--- config.mk ---
export PLATFORM = sky130hd
export DESIGN_NAME = asram_ctrl
export DESIGN_NICKNAME = d
export VERILOG_FILES = /design/src/rtl/asram_pkg.sv /design/src/rtl/asram_phase_timer.sv /design/src/rtl/asram_seq.sv /design/src/rtl/asram_ctrl.sv
export SDC_FILE = /design/constraint.sdc
export NUM_CORES = 1
export LEC_CHECK = 0
export CAP_MARGIN = 40
export CORE_MARGIN = 10
export CORE_UTILIZATION = 30
export CTS_CLUSTER_DIAMETER = 40
export DETAILED_ROUTE_END_ITERATION = 10
export GPL_ROUTABILITY_DRIVEN = 1
export GPL_TIMING_DRIVEN = 1
export SLEW_MARGIN = 25
export SYNTH_ARGS = -nofsm -noshare
export SYNTH_HDL_FRONTEND = slang
export SYNTH_SLANG_ARGS = --single-unit
--- constraint.sdc ---
create_clock -name clk -period 2.3 [get_ports clk]
set_input_delay 0.46 -clock clk [delete_from_list [all_inputs] [get_ports clk]]
set_output_delay 0.46 -clock clk [all_outputs]
set_load 0.01 [all_outputs]
--- src/rtl/asram_pkg.sv ---
package asram_pkg;

  typedef enum logic [2:0] {
    ST_IDLE,
    ST_READ,
    ST_WLEAD,
    ST_WDATA,
    ST_WEND
  } phase_e;

  typedef struct packed {
    logic ce_n;
    logic ce;
    logic oe_n;
    logic we_n;
    logic drive;
  } pins_t;

  typedef enum int {
    SP_ACCESS,
    SP_OE_VALID,
    SP_PULSE,
    SP_ADDR_END,
    SP_DATA_SETUP,
    SP_BUS_RELEASE,
    SP_CYCLE
  } spec_e;

  // Minimum nanoseconds for one timing item of the chosen grade
  function automatic int spec_ns(bit slow, spec_e item);
    case (item)
      SP_ACCESS:      return slow ? 70 : 55;
      SP_OE_VALID:    return slow ? 35 : 25;
      SP_PULSE:       return slow ? 50 : 40;
      SP_ADDR_END:    return slow ? 60 : 50;
      SP_DATA_SETUP:  return slow ? 30 : 25;
      SP_BUS_RELEASE: return 25;
      SP_CYCLE:       return slow ? 70 : 55;
      default:        return 0;
    endcase
  endfunction

  function automatic int ns_to_cycles(int ns, int period);
    int c;
    c = (ns + period - 1) / period;
    return (c < 1) ? 1 : c;
  endfunction

  function automatic int max2(int a, int b);
    return (a > b) ? a : b;
  endfunction

  // Pin levels for each phase
  function automatic pins_t phase_pins(phase_e p);
    case (p)
      ST_READ:  return pins_t'{ce_n: 1'b0, ce: 1'b1, oe_n: 1'b0, we_n: 1'b1, drive: 1'b0};
      ST_WLEAD: return pins_t'{ce_n: 1'b0, ce: 1'b1, oe_n: 1'b1, we_n: 1'b0, drive: 1'b0};
      ST_WDATA: return pins_t'{ce_n: 1'b0, ce: 1'b1, oe_n: 1'b1, we_n: 1'b0, drive: 1'b1};
      ST_WEND:  return pins_t'{ce_n: 1'b0, ce: 1'b1, oe_n: 1'b1, we_n: 1'b1, drive: 1'b1};
      default:  return pins_t'{ce_n: 1'b1, ce: 1'b0, oe_n: 1'b1, we_n: 1'b1, drive: 1'b0};
    endcase
  endfunction

endpackage

--- src/rtl/asram_phase_timer.sv ---
module asram_phase_timer #(
  parameter int CNT_W = 4
) (
  input  logic             clk,
  input  logic             rst,
  input  logic             load,
  input  logic [CNT_W-1:0] load_len,
  output logic             last
);

  logic [CNT_W-1:0] cnt;

  always_ff @(posedge clk) begin
    if (rst) begin
      cnt <= '0;
    end else if (load) begin
      cnt <= load_len - 1'b1;
    end else if (cnt != '0) begin
      cnt <= cnt - 1'b1;
    end
  end

  assign last = (cnt == '0);

endmodule

--- src/rtl/asram_seq.sv ---
module asram_seq
  import asram_pkg::*;
#(
  parameter int CNT_W  = 4,
  parameter int RD_CYC = 6,
  parameter int HZ_CYC = 3,
  parameter int WD_CYC = 3
) (
  input  logic             clk,
  input  logic             rst,
  input  logic             start,
  input  logic             start_wr,
  input  logic             phase_last,
  output phase_e           phase,
  output phase_e           phase_nxt,
  output logic             load,
  output logic [CNT_W-1:0] load_len,
  output logic             rd_done,
  output logic             wr_done
);

  always_comb begin
    phase_nxt = phase;
    load      = 1'b0;
    load_len  = '0;
    rd_done   = 1'b0;
    wr_done   = 1'b0;
    case (phase)
      ST_IDLE: begin
        if (start) begin
          load = 1'b1;
          if (start_wr) begin
            phase_nxt = ST_WLEAD;
            load_len  = CNT_W'(HZ_CYC);
          end else begin
            phase_nxt = ST_READ;
            load_len  = CNT_W'(RD_CYC);
          end
        end
      end
      ST_READ: begin
        if (phase_last) begin
          phase_nxt = ST_IDLE;
          rd_done   = 1'b1;
        end
      end
      ST_WLEAD: begin
        if (phase_last) begin
          phase_nxt = ST_WDATA;
          load      = 1'b1;
          load_len  = CNT_W'(WD_CYC);
        end
      end
      ST_WDATA: begin
        if (phase_last) phase_nxt = ST_WEND;
      end
      ST_WEND: begin
        phase_nxt = ST_IDLE;
        wr_done   = 1'b1;
      end
      default: phase_nxt = ST_IDLE;
    endcase
  end

  always_ff @(posedge clk) begin
    if (rst) phase <= ST_IDLE;
    else     phase <= phase_nxt;
  end

endmodule

--- src/rtl/asram_ctrl.sv ---
module asram_ctrl
  import asram_pkg::*;
#(
  parameter int ADDR_W        = 18,
  parameter int DATA_W        = 8,
  parameter int CLK_PERIOD_NS = 10,
  parameter bit SLOW_GRADE    = 1'b0
) (
  input  logic              clk,
  input  logic              rst,
  input  logic              req,
  input  logic              req_wr,
  input  logic [ADDR_W-1:0] req_addr,
  input  logic [DATA_W-1:0] req_wdata,
  output logic              ack,
  output logic [DATA_W-1:0] rdata,
  output logic [ADDR_W-1:0] ram_addr,
  output logic              ram_ce_n,
  output logic              ram_ce,
  output logic              ram_oe_n,
  output logic              ram_we_n,
  output logic [DATA_W-1:0] ram_dq_o,
  output logic              ram_dq_oe,
  input  logic [DATA_W-1:0] ram_dq_i
);

  localparam int AA_CYC = ns_to_cycles(spec_ns(SLOW_GRADE, SP_ACCESS), CLK_PERIOD_NS);
  localparam int OE_CYC = ns_to_cycles(spec_ns(SLOW_GRADE, SP_OE_VALID), CLK_PERIOD_NS);
  localparam int WP_CYC = ns_to_cycles(spec_ns(SLOW_GRADE, SP_PULSE), CLK_PERIOD_NS);
  localparam int AW_CYC = ns_to_cycles(spec_ns(SLOW_GRADE, SP_ADDR_END), CLK_PERIOD_NS);
  localparam int DW_CYC = ns_to_cycles(spec_ns(SLOW_GRADE, SP_DATA_SETUP), CLK_PERIOD_NS);
  localparam int RC_CYC = ns_to_cycles(spec_ns(SLOW_GRADE, SP_CYCLE), CLK_PERIOD_NS);
  localparam int HZ_CYC = ns_to_cycles(spec_ns(SLOW_GRADE, SP_BUS_RELEASE), CLK_PERIOD_NS);
  localparam int RD_CYC = max2(max2(AA_CYC, OE_CYC), RC_CYC);
  // Data phase: covers setup, and with the lead-in the pulse, address and cycle times
  localparam int WD_CYC = max2(max2(DW_CYC, WP_CYC - HZ_CYC),
                               max2(AW_CYC - HZ_CYC, max2(RC_CYC - HZ_CYC - 1, 1)));
  localparam int CNT_W  = $clog2(max2(RD_CYC, max2(HZ_CYC, WD_CYC)) + 1);

  phase_e           phase;
  phase_e           phase_nxt;
  logic             accept;
  logic             load;
  logic [CNT_W-1:0] load_len;
  logic             phase_last;
  logic             rd_done;
  logic             wr_done;
  pins_t            pins_q;
  logic             ack_q;
  logic [DATA_W-1:0] rdata_q;
  logic [ADDR_W-1:0] addr_q;
  logic [DATA_W-1:0] wdata_q;

  // A new transfer starts only from idle, and not in the acknowledge cycle
  assign accept = (phase == ST_IDLE) && req && !ack_q;

  asram_seq #(
    .CNT_W (CNT_W),
    .RD_CYC(RD_CYC),
    .HZ_CYC(HZ_CYC),
    .WD_CYC(WD_CYC)
  ) u_seq (
    .clk       (clk),
    .rst       (rst),
    .start     (accept),
    .start_wr  (req_wr),
    .phase_last(phase_last),
    .phase     (phase),
    .phase_nxt (phase_nxt),
    .load      (load),
    .load_len  (load_len),
    .rd_done   (rd_done),
    .wr_done   (wr_done)
  );

  asram_phase_timer #(
    .CNT_W(CNT_W)
  ) u_timer (
    .clk     (clk),
    .rst     (rst),
    .load    (load),
    .load_len(load_len),
    .last    (phase_last)
  );

  // Strobes come straight from flops so the RAM pins never see decode glitches
  always_ff @(posedge clk) begin
    if (rst) begin
      pins_q  <= phase_pins(ST_IDLE);
      ack_q   <= 1'b0;
      rdata_q <= '0;
      addr_q  <= '0;
      wdata_q <= '0;
    end else begin
      pins_q <= phase_pins(phase_nxt);
      ack_q  <= rd_done | wr_done;
      if (rd_done) rdata_q <= ram_dq_i;
      if (accept) begin
        addr_q  <= req_addr;
        wdata_q <= req_wdata;
      end
    end
  end

  assign ack       = ack_q;
  assign rdata     = rdata_q;
  assign ram_addr  = addr_q;
  assign ram_ce_n  = pins_q.ce_n;
  assign ram_ce    = pins_q.ce;
  assign ram_oe_n  = pins_q.oe_n;
  assign ram_we_n  = pins_q.we_n;
  assign ram_dq_oe = pins_q.drive;
  assign ram_dq_o  = wdata_q;

endmodule

==> reports/results.ini, run 1 <==
[run_status]
status=completed

[clock_tree]
path_clk_slew_ps=80
htree_levels=2
cts_num_sinks=46
clk_latency_ps=290
cts_made_buffers=5
cts_root_buf=clkbuf_8
cts-resized-gates=0
clock_path_buffers=2
cts_tree=yes
postCtsSetupBuffers=0
cts_hold_buffers=0

[route]
drt_drc_violations_left=0
via_per_inst=4.47
first_iter_violations=73
ant_nets=0
via_count=1548
dr.pass1.iters=4
routed_wl_microns=4610
wl_per_cell_microns=13.3

[worst_setup_path]
worst_path_most_repeated_cell=o21ai_0
cp-end-kind=flop
start_kind=flop
slowest_stage=or3_1
path_max_fanout=5
crit_chain=or3_1 -> o21ai_0 -> o21ai_0 -> ha_1 -> a21boi_0 -> a221oi_2
critPathMaxStageDelay_ps=440
path_buf_inv=0
cp.arrival_ps=2050
crit_family=compound AO/OA/AOI/OAI gates
path_class=flop to flop
required_ps=2520

[synthesis]
synth_cell_types=30
netlist_top_cells_area=dfxtp_1 54%, nand2_1 13%, a21oi_1 8.8%
ys_seq_area_share_pct=53.7
synth_top_area_cell=dfxtp_1
synth_fp_nets=237
syn-cell-area_sq_um=1720
synth-seq-cells=46
synth_top_area_share_pct=53.7
synth_cells=198
yosysWarnings=0
synth.avg_cell_area_sq_um=8.66

[place]
port_buffers=77
place_worst_setup_slack_ps=184
gp_congestion=0.773
place_hpwl_microns=3390

[power_and_ir_drop]
leakage_nw=1.02
power.density_nw_per_um2=867
ir_drop_mv=0.415

[sta]
layout_setup_ws_ps=462
fmax_ghz=0.544
min_period_over_period_pct=79.9
finalMaxSlewViolations=0
tns_ps=0
skew_ps=4.10
rsz0062_at_grt=false
setup_violations=0
final.min_clock_period_ps=1840
maxSlewHeadroom_pct=70.3
hold_viol=0
worst_slew_pin_slew_ps=443

[grt]
grt_pass1_vias=1518
antenna_found_initial=0
overflow=0
gr-usage-all-layers_pct=9.94
grt_max_degree=30
grt_pass1_wl_microns=7170

[floorplanning]
initial_core_util_pct=31.0
dieArea_sq_um=9140
rows=27
core_sq_um=5540
io_pins=78
die_w_microns=95.6
die_h_microns=95.6

[finish]
final_layout_size_suffix_gt1_share_pct=7.30
utilization_pct=47.6
multi_input_area_sq_um=716
seq_area_sq_um=921
fillers=578
antenna_cells=0
synthToLayoutAreaGrowth_pct=53.7
nNetsFinal=312

[min_path]
min_path_type=flop to flop

[job]
drv_cap=0

[state kept, by name (all words and copies together), names as in the netlist]
register / cells
ram_addr: 18
ram_dq_o: 8
rdata: 8
u_seq.phase: 3
u_timer.cnt: 3
ack: 1
ram_ce: 1
ram_ce_n: 1
ram_dq_oe: 1
ram_oe_n: 1
ram_we_n: 1
[Yosys cell counts (all sizes together)]
| library cell | n |
|---|---|
| nand2 | 58 |
| dfxtp | 46 |
| a21oi | 31 |
| nor2 | 14 |
| mux2i | 8 |
| clkbuf | 7 |
| buf | 6 |
| nor3 | 4 |
| a21o | 3 |
| nand3 | 3 |
| o21ai | 3 |
| nand2b | 2 |
| or3 | 2 |
| a211o | 1 |
| a21boi | 1 |
| a221oi | 1 |
| a311oi | 1 |
| and3 | 1 |
| ha | 1 |
| inv | 1 |
| mux2 | 1 |
| nand3b | 1 |
| nor2b | 1 |
| or2b | 1 |
[path summary, 6_finish.rpt]
| check | cells after the start | slack [ps] | to | from |
|---|---|---|---|---|
| setup / recovery | 6 | 460 | u_timer.cnt[2]$_SDFFE_PP0P_ | u_timer.cnt[0]$_SDFFE_PP0P_ |
| hold / removal | 2 | 460 | ram_addr[16]$_SDFFE_PP0N_ | ram_addr[16]$_SDFFE_PP0N_ |
| setup reg to reg | 6 | 460 | u_timer.cnt[2]$_SDFFE_PP0P_ | u_timer.cnt[0]$_SDFFE_PP0P_ |
| hold reg to reg | 2 | 460 | ram_addr[16]$_SDFFE_PP0N_ | ram_addr[16]$_SDFFE_PP0N_ |
[metrics by stage]
| step | cells | hold WS, ps | total power, mW | area, sq um |
|---|---|---|---|---|
| after detailed placement | 338 | 446 | 1.75 | 2530 |
| final | 346 | 455 | 2.29 | 2640 |
| after floorplan | 198 | 480 | 1.44 | 1720 |
| after global routing | 346 | 476 | 2.45 | 2640 |
| after CTS | 346 | 458 | 2.32 | 2640 |
| after global placement | 338 | 441 | 1.75 | 2530 |
[worst reg2reg max path, stage by stage, from the launching register on]
cell      delay [ps]
dfxtp_1          350
or3_1            440
o21ai_0          250
o21ai_0          120
ha_1             200
a21boi_0         140
a221oi_2         260
[final cells by class]
class	count	area share [%]
timing repair buffer	81	30.2
sequential	46	34.9
multi-input combinational	138	27.1
inverter	1	0.142
clock buffer	8	4.18
tap	72	3.42
[cells by family (layout without fill, tap and decap cells)]
family | count (synthesis) | after routing | synth area share [%]
buf+inv | 14 | 90 | 4.59
compound gates | 41 | 41 | 13.8
simple gates | 87 | 87 | 21.9
fa+ha+maj | 1 | 1 | 0.729
flops | 46 | 46 | 53.7
mux | 9 | 9 | 5.32
[cells in the final DEF (no fill, tap or decap)]
cell,n
dfxtp_1,46
buf_2,1
nor2_2,1
clkdlybuf4s50_1,76
a211o_1,1
nor3_2,1
and3_4,1
o21ai_0,2
inv_1,1
nand2b_1,2
nand3_1,2
clkbuf_8,8
buf_4,4
a311oi_1,1
nand3b_1,1
a21oi_2,1
a21boi_0,1
a21oi_1,30
a221oi_2,1
nor2_1,13
a21o_1,3
or3_1,2
nand3_2,1
o21ai_1,1
mux2_2,1
ha_1,1
mux2i_1,8
or2b_1,1
nor2b_1,1
nor3_1,3
nand2_1,58
[where the power goes]
| part | internal (mW) | leakage (nW) | total, mW | switching (mW) |
|---|---|---|---|---|
| logic | 0.373 | 0.590 | 0.733 | 0.360 |
| registers | 0.913 | 0.377 | 0.991 | 0.0774 |
| clock network | 0.303 | 0.0575 | 0.563 | 0.260 |
[routing by layer]
| metal | wire, microns | up-vias | GRT usage (%) |
|---|---|---|---|
| met5 | 0 | - | 0 |
| met4 | 34 | 0 | 2.95 |
| met3 | 557 | 3 | 5.81 |
| met2 | 2210 | 51 | 15.8 |
| met1 | 1810 | 695 | 11.0 |
| li1 | - | 799 | - |
No activity file was read; power rests on OpenSTA's default activity.
==> run 2: changes to the inputs <==
==> constraint.sdc (replaced) <==
create_clock -name clk -period 1.85 [get_ports clk]
set_input_delay 0.37 -clock clk [delete_from_list [all_inputs] [get_ports clk]]
set_output_delay 0.37 -clock clk [all_outputs]
set_load 0.01 [all_outputs]
==> run 2 against run 1 <==
Via count increased by 0.65%. Clock skew grew 5.4 ps. Global-route usage fell by 0.23 points. Critical path depth is the same. Register-to-register slack got worse by 310 ps. Core utilization rose by 0.61 points. Die area unchanged. Flip-flop and latch count did not move. Wire length fell by 1.5%. Clock-buffer cell count is 2 lower. Final cell count increased by 1.7%. Largest power group unchanged.
==> reports/results.ini, run 2 (same netlist as run 1, synthesis figures left out) <==
[route]
ant_nets=0  ; unchanged
first_iter_violations=49  ; -33%
via_per_inst=4.43  ; -1.1%
routed_wl_microns=4540  ; -1.5%
via_count=1558  ; +0.65%
wl_met1_microns=1880  ; +4.3%
top_layer=met4
met3_wirelength_microns=534  ; -4.1%
drt_drc_violations_left=0  ; unchanged
met2_length_microns=2080  ; -6.1%
dr.pass1.iters=4  ; unchanged
wl_per_cell_microns=12.9  ; -3.2%

[sta]
hold_viol=0  ; unchanged
worst_slew_pin_slew_ps=488  ; +44.9 ps
skew_ps=9.55  ; +5.45 ps
layout_setup_ws_ps=148  ; -314 ps
fmax_ghz=0.587  ; +8.0%
maxSlewHeadroom_pct=67.4  ; -2.8 points
setup_violations=0  ; unchanged
finalMaxSlewViolations=0  ; unchanged
min_period_over_period_pct=92.0  ; +12 points
final.min_clock_period_ps=1700  ; -136 ps
rsz0062_at_grt=false

[job]
drv_cap=0  ; unchanged

[finish]
antenna_cells=0  ; unchanged
final_cell_mix=76 x clkdlybuf4s50_1, 58 x nand2_1, 46 x dfxtp_1
largest_register_ffs=18  ; unchanged
seq_area_sq_um=921  ; unchanged
synthToLayoutAreaGrowth_pct=55.7
fillers=573  ; -0.87%
multi_input_area_sq_um=719  ; +0.52%
final_cells=352  ; +1.7%
mostFrequentLayoutCell=clkdlybuf4s50_1
nNetsFinal=318  ; +1.9%
final_layout_size_suffix_gt1_share_pct=9.64  ; +2.3 points

[worst_setup_path]
critPathMaxStageDelay_ps=420  ; -20 ps
start_kind=flop
slowest_stage=or3_1
path_class=flop to flop
cp.arrival_ps=1920  ; -130 ps
required_ps=2070  ; -450 ps
path_max_fanout=5  ; unchanged
crit_chain=or3_1 -> o21ai_2 -> o21ai_0 -> ha_1 -> a21boi_0 -> a221oi_2
crit_family=compound AO/OA/AOI/OAI gates
path_buf_inv=0  ; unchanged
cp-end-kind=flop

[clock_tree]
clk_latency_ps=290  ; about the same
cts-resized-gates=0  ; unchanged
path_clk_slew_ps=90  ; about the same
postCtsSetupBuffers=0  ; unchanged
cts_tree=yes
cts_made_buffers=5  ; unchanged
htree_levels=2  ; unchanged
clock_path_buffers=2  ; unchanged
cts_num_sinks=46  ; unchanged
cts_hold_buffers=0  ; unchanged
cts_root_buf=clkbuf_8

[grt]
gr-usage-all-layers_pct=9.72  ; -0.23 points
grt_pass1_vias=1560  ; +2.8%
grt_max_degree=30  ; unchanged
grt_pass1_wl_microns=7110  ; -0.86%
overflow=0  ; unchanged
antenna_found_initial=0  ; unchanged

[power_and_ir_drop]
ir_drop_mv=0.453  ; +9.3%
leakage_nw=1.05  ; +2.0%
p_total_mw=2.84  ; +24%
power.density_nw_per_um2=1060  ; +23%

[place]
dpl.cell_count=344  ; +1.8%
gp_congestion=0.751  ; -2.8%
place_hpwl_microns=3370  ; -0.42%
port_buffers=77  ; unchanged
place_worst_setup_slack_ps=-13.5  ; -197 ps

[min_path]
min_path_type=flop to flop

[floorplanning]
dieArea_sq_um=9140  ; unchanged
initial_core_util_pct=31.0  ; unchanged
die_w_microns=95.6  ; unchanged
die_h_microns=95.6  ; unchanged
io_pins=78  ; unchanged
rows=27  ; unchanged
core_sq_um=5540  ; unchanged

[run_status]
status=completed

## run 2: final timing paths
| path | startpoint | depth (start not counted) | slack [ps] | to |
|---|---|---|---|---|
| worst min-delay path | ram_addr[7]$_SDFFE_PP0N_ | 2 | 450 | ram_addr[7]$_SDFFE_PP0N_ |
| worst min register to register | ram_addr[7]$_SDFFE_PP0N_ | 2 | 450 | ram_addr[7]$_SDFFE_PP0N_ |
| worst max-delay path | u_timer.cnt[0]$_SDFFE_PP0P_ | 6 | 150 | u_timer.cnt[2]$_SDFFE_PP0P_ |
| worst max register to register | u_timer.cnt[0]$_SDFFE_PP0P_ | 6 | 150 | u_timer.cnt[2]$_SDFFE_PP0P_ |
## run 2: power by group
part	leakage, nW	internal, mW	switching [mW]	total (mW)
Sequential	0.377	1.14	0.0868	1.22
Clock	0.0472	0.300	0.324	0.624
Combinational	0.621	0.525	0.466	0.991
Total	1.05	1.96	0.877	2.84
## run 2: per-stage QoR
| stage | utilization [%] | area (sq um) | hold WS (ps) | setup TNS, ps |
|---|---|---|---|---|
| 2_1_floorplan | - | 1720 | 480 | 0 |
| 3_3_place_gp | 46.4 | 2570 | 441 | 0 |
| 3_5_place_dp | 46.4 | 2570 | 447 | -13.5 |
| 4_1_cts | 48.1 | 2670 | 459 | 0 |
| 5_1_grt | 48.2 | 2670 | 482 | 0 |
| 6_report | 48.2 | 2670 | 455 | 0 |
## run 2: layout make-up
type                            instances  share of cell area [%]
Inverter                                1                   0.141
Timing Repair Buffer                   87                    31.5
Sequential cell                        46                    34.5
Tap cell                               72                    3.37
Clock buffer                            6                    3.09
Clock inverter                          2                   0.469
Multi-Input combinational cell        138                    26.9
## run 2: tightest hold or removal path, stage by stage (launching register included)
cell and delay, ps:
dfxtp_1 310, nand2_1 50, a21oi_1 50
## run 2: metal layers
layer	vias to the layer above	global-route usage (%)
met5	-	0
met4	0	2.95
met3	5	5.81
met2	46	15.5
met1	692	10.6
li1	815	-
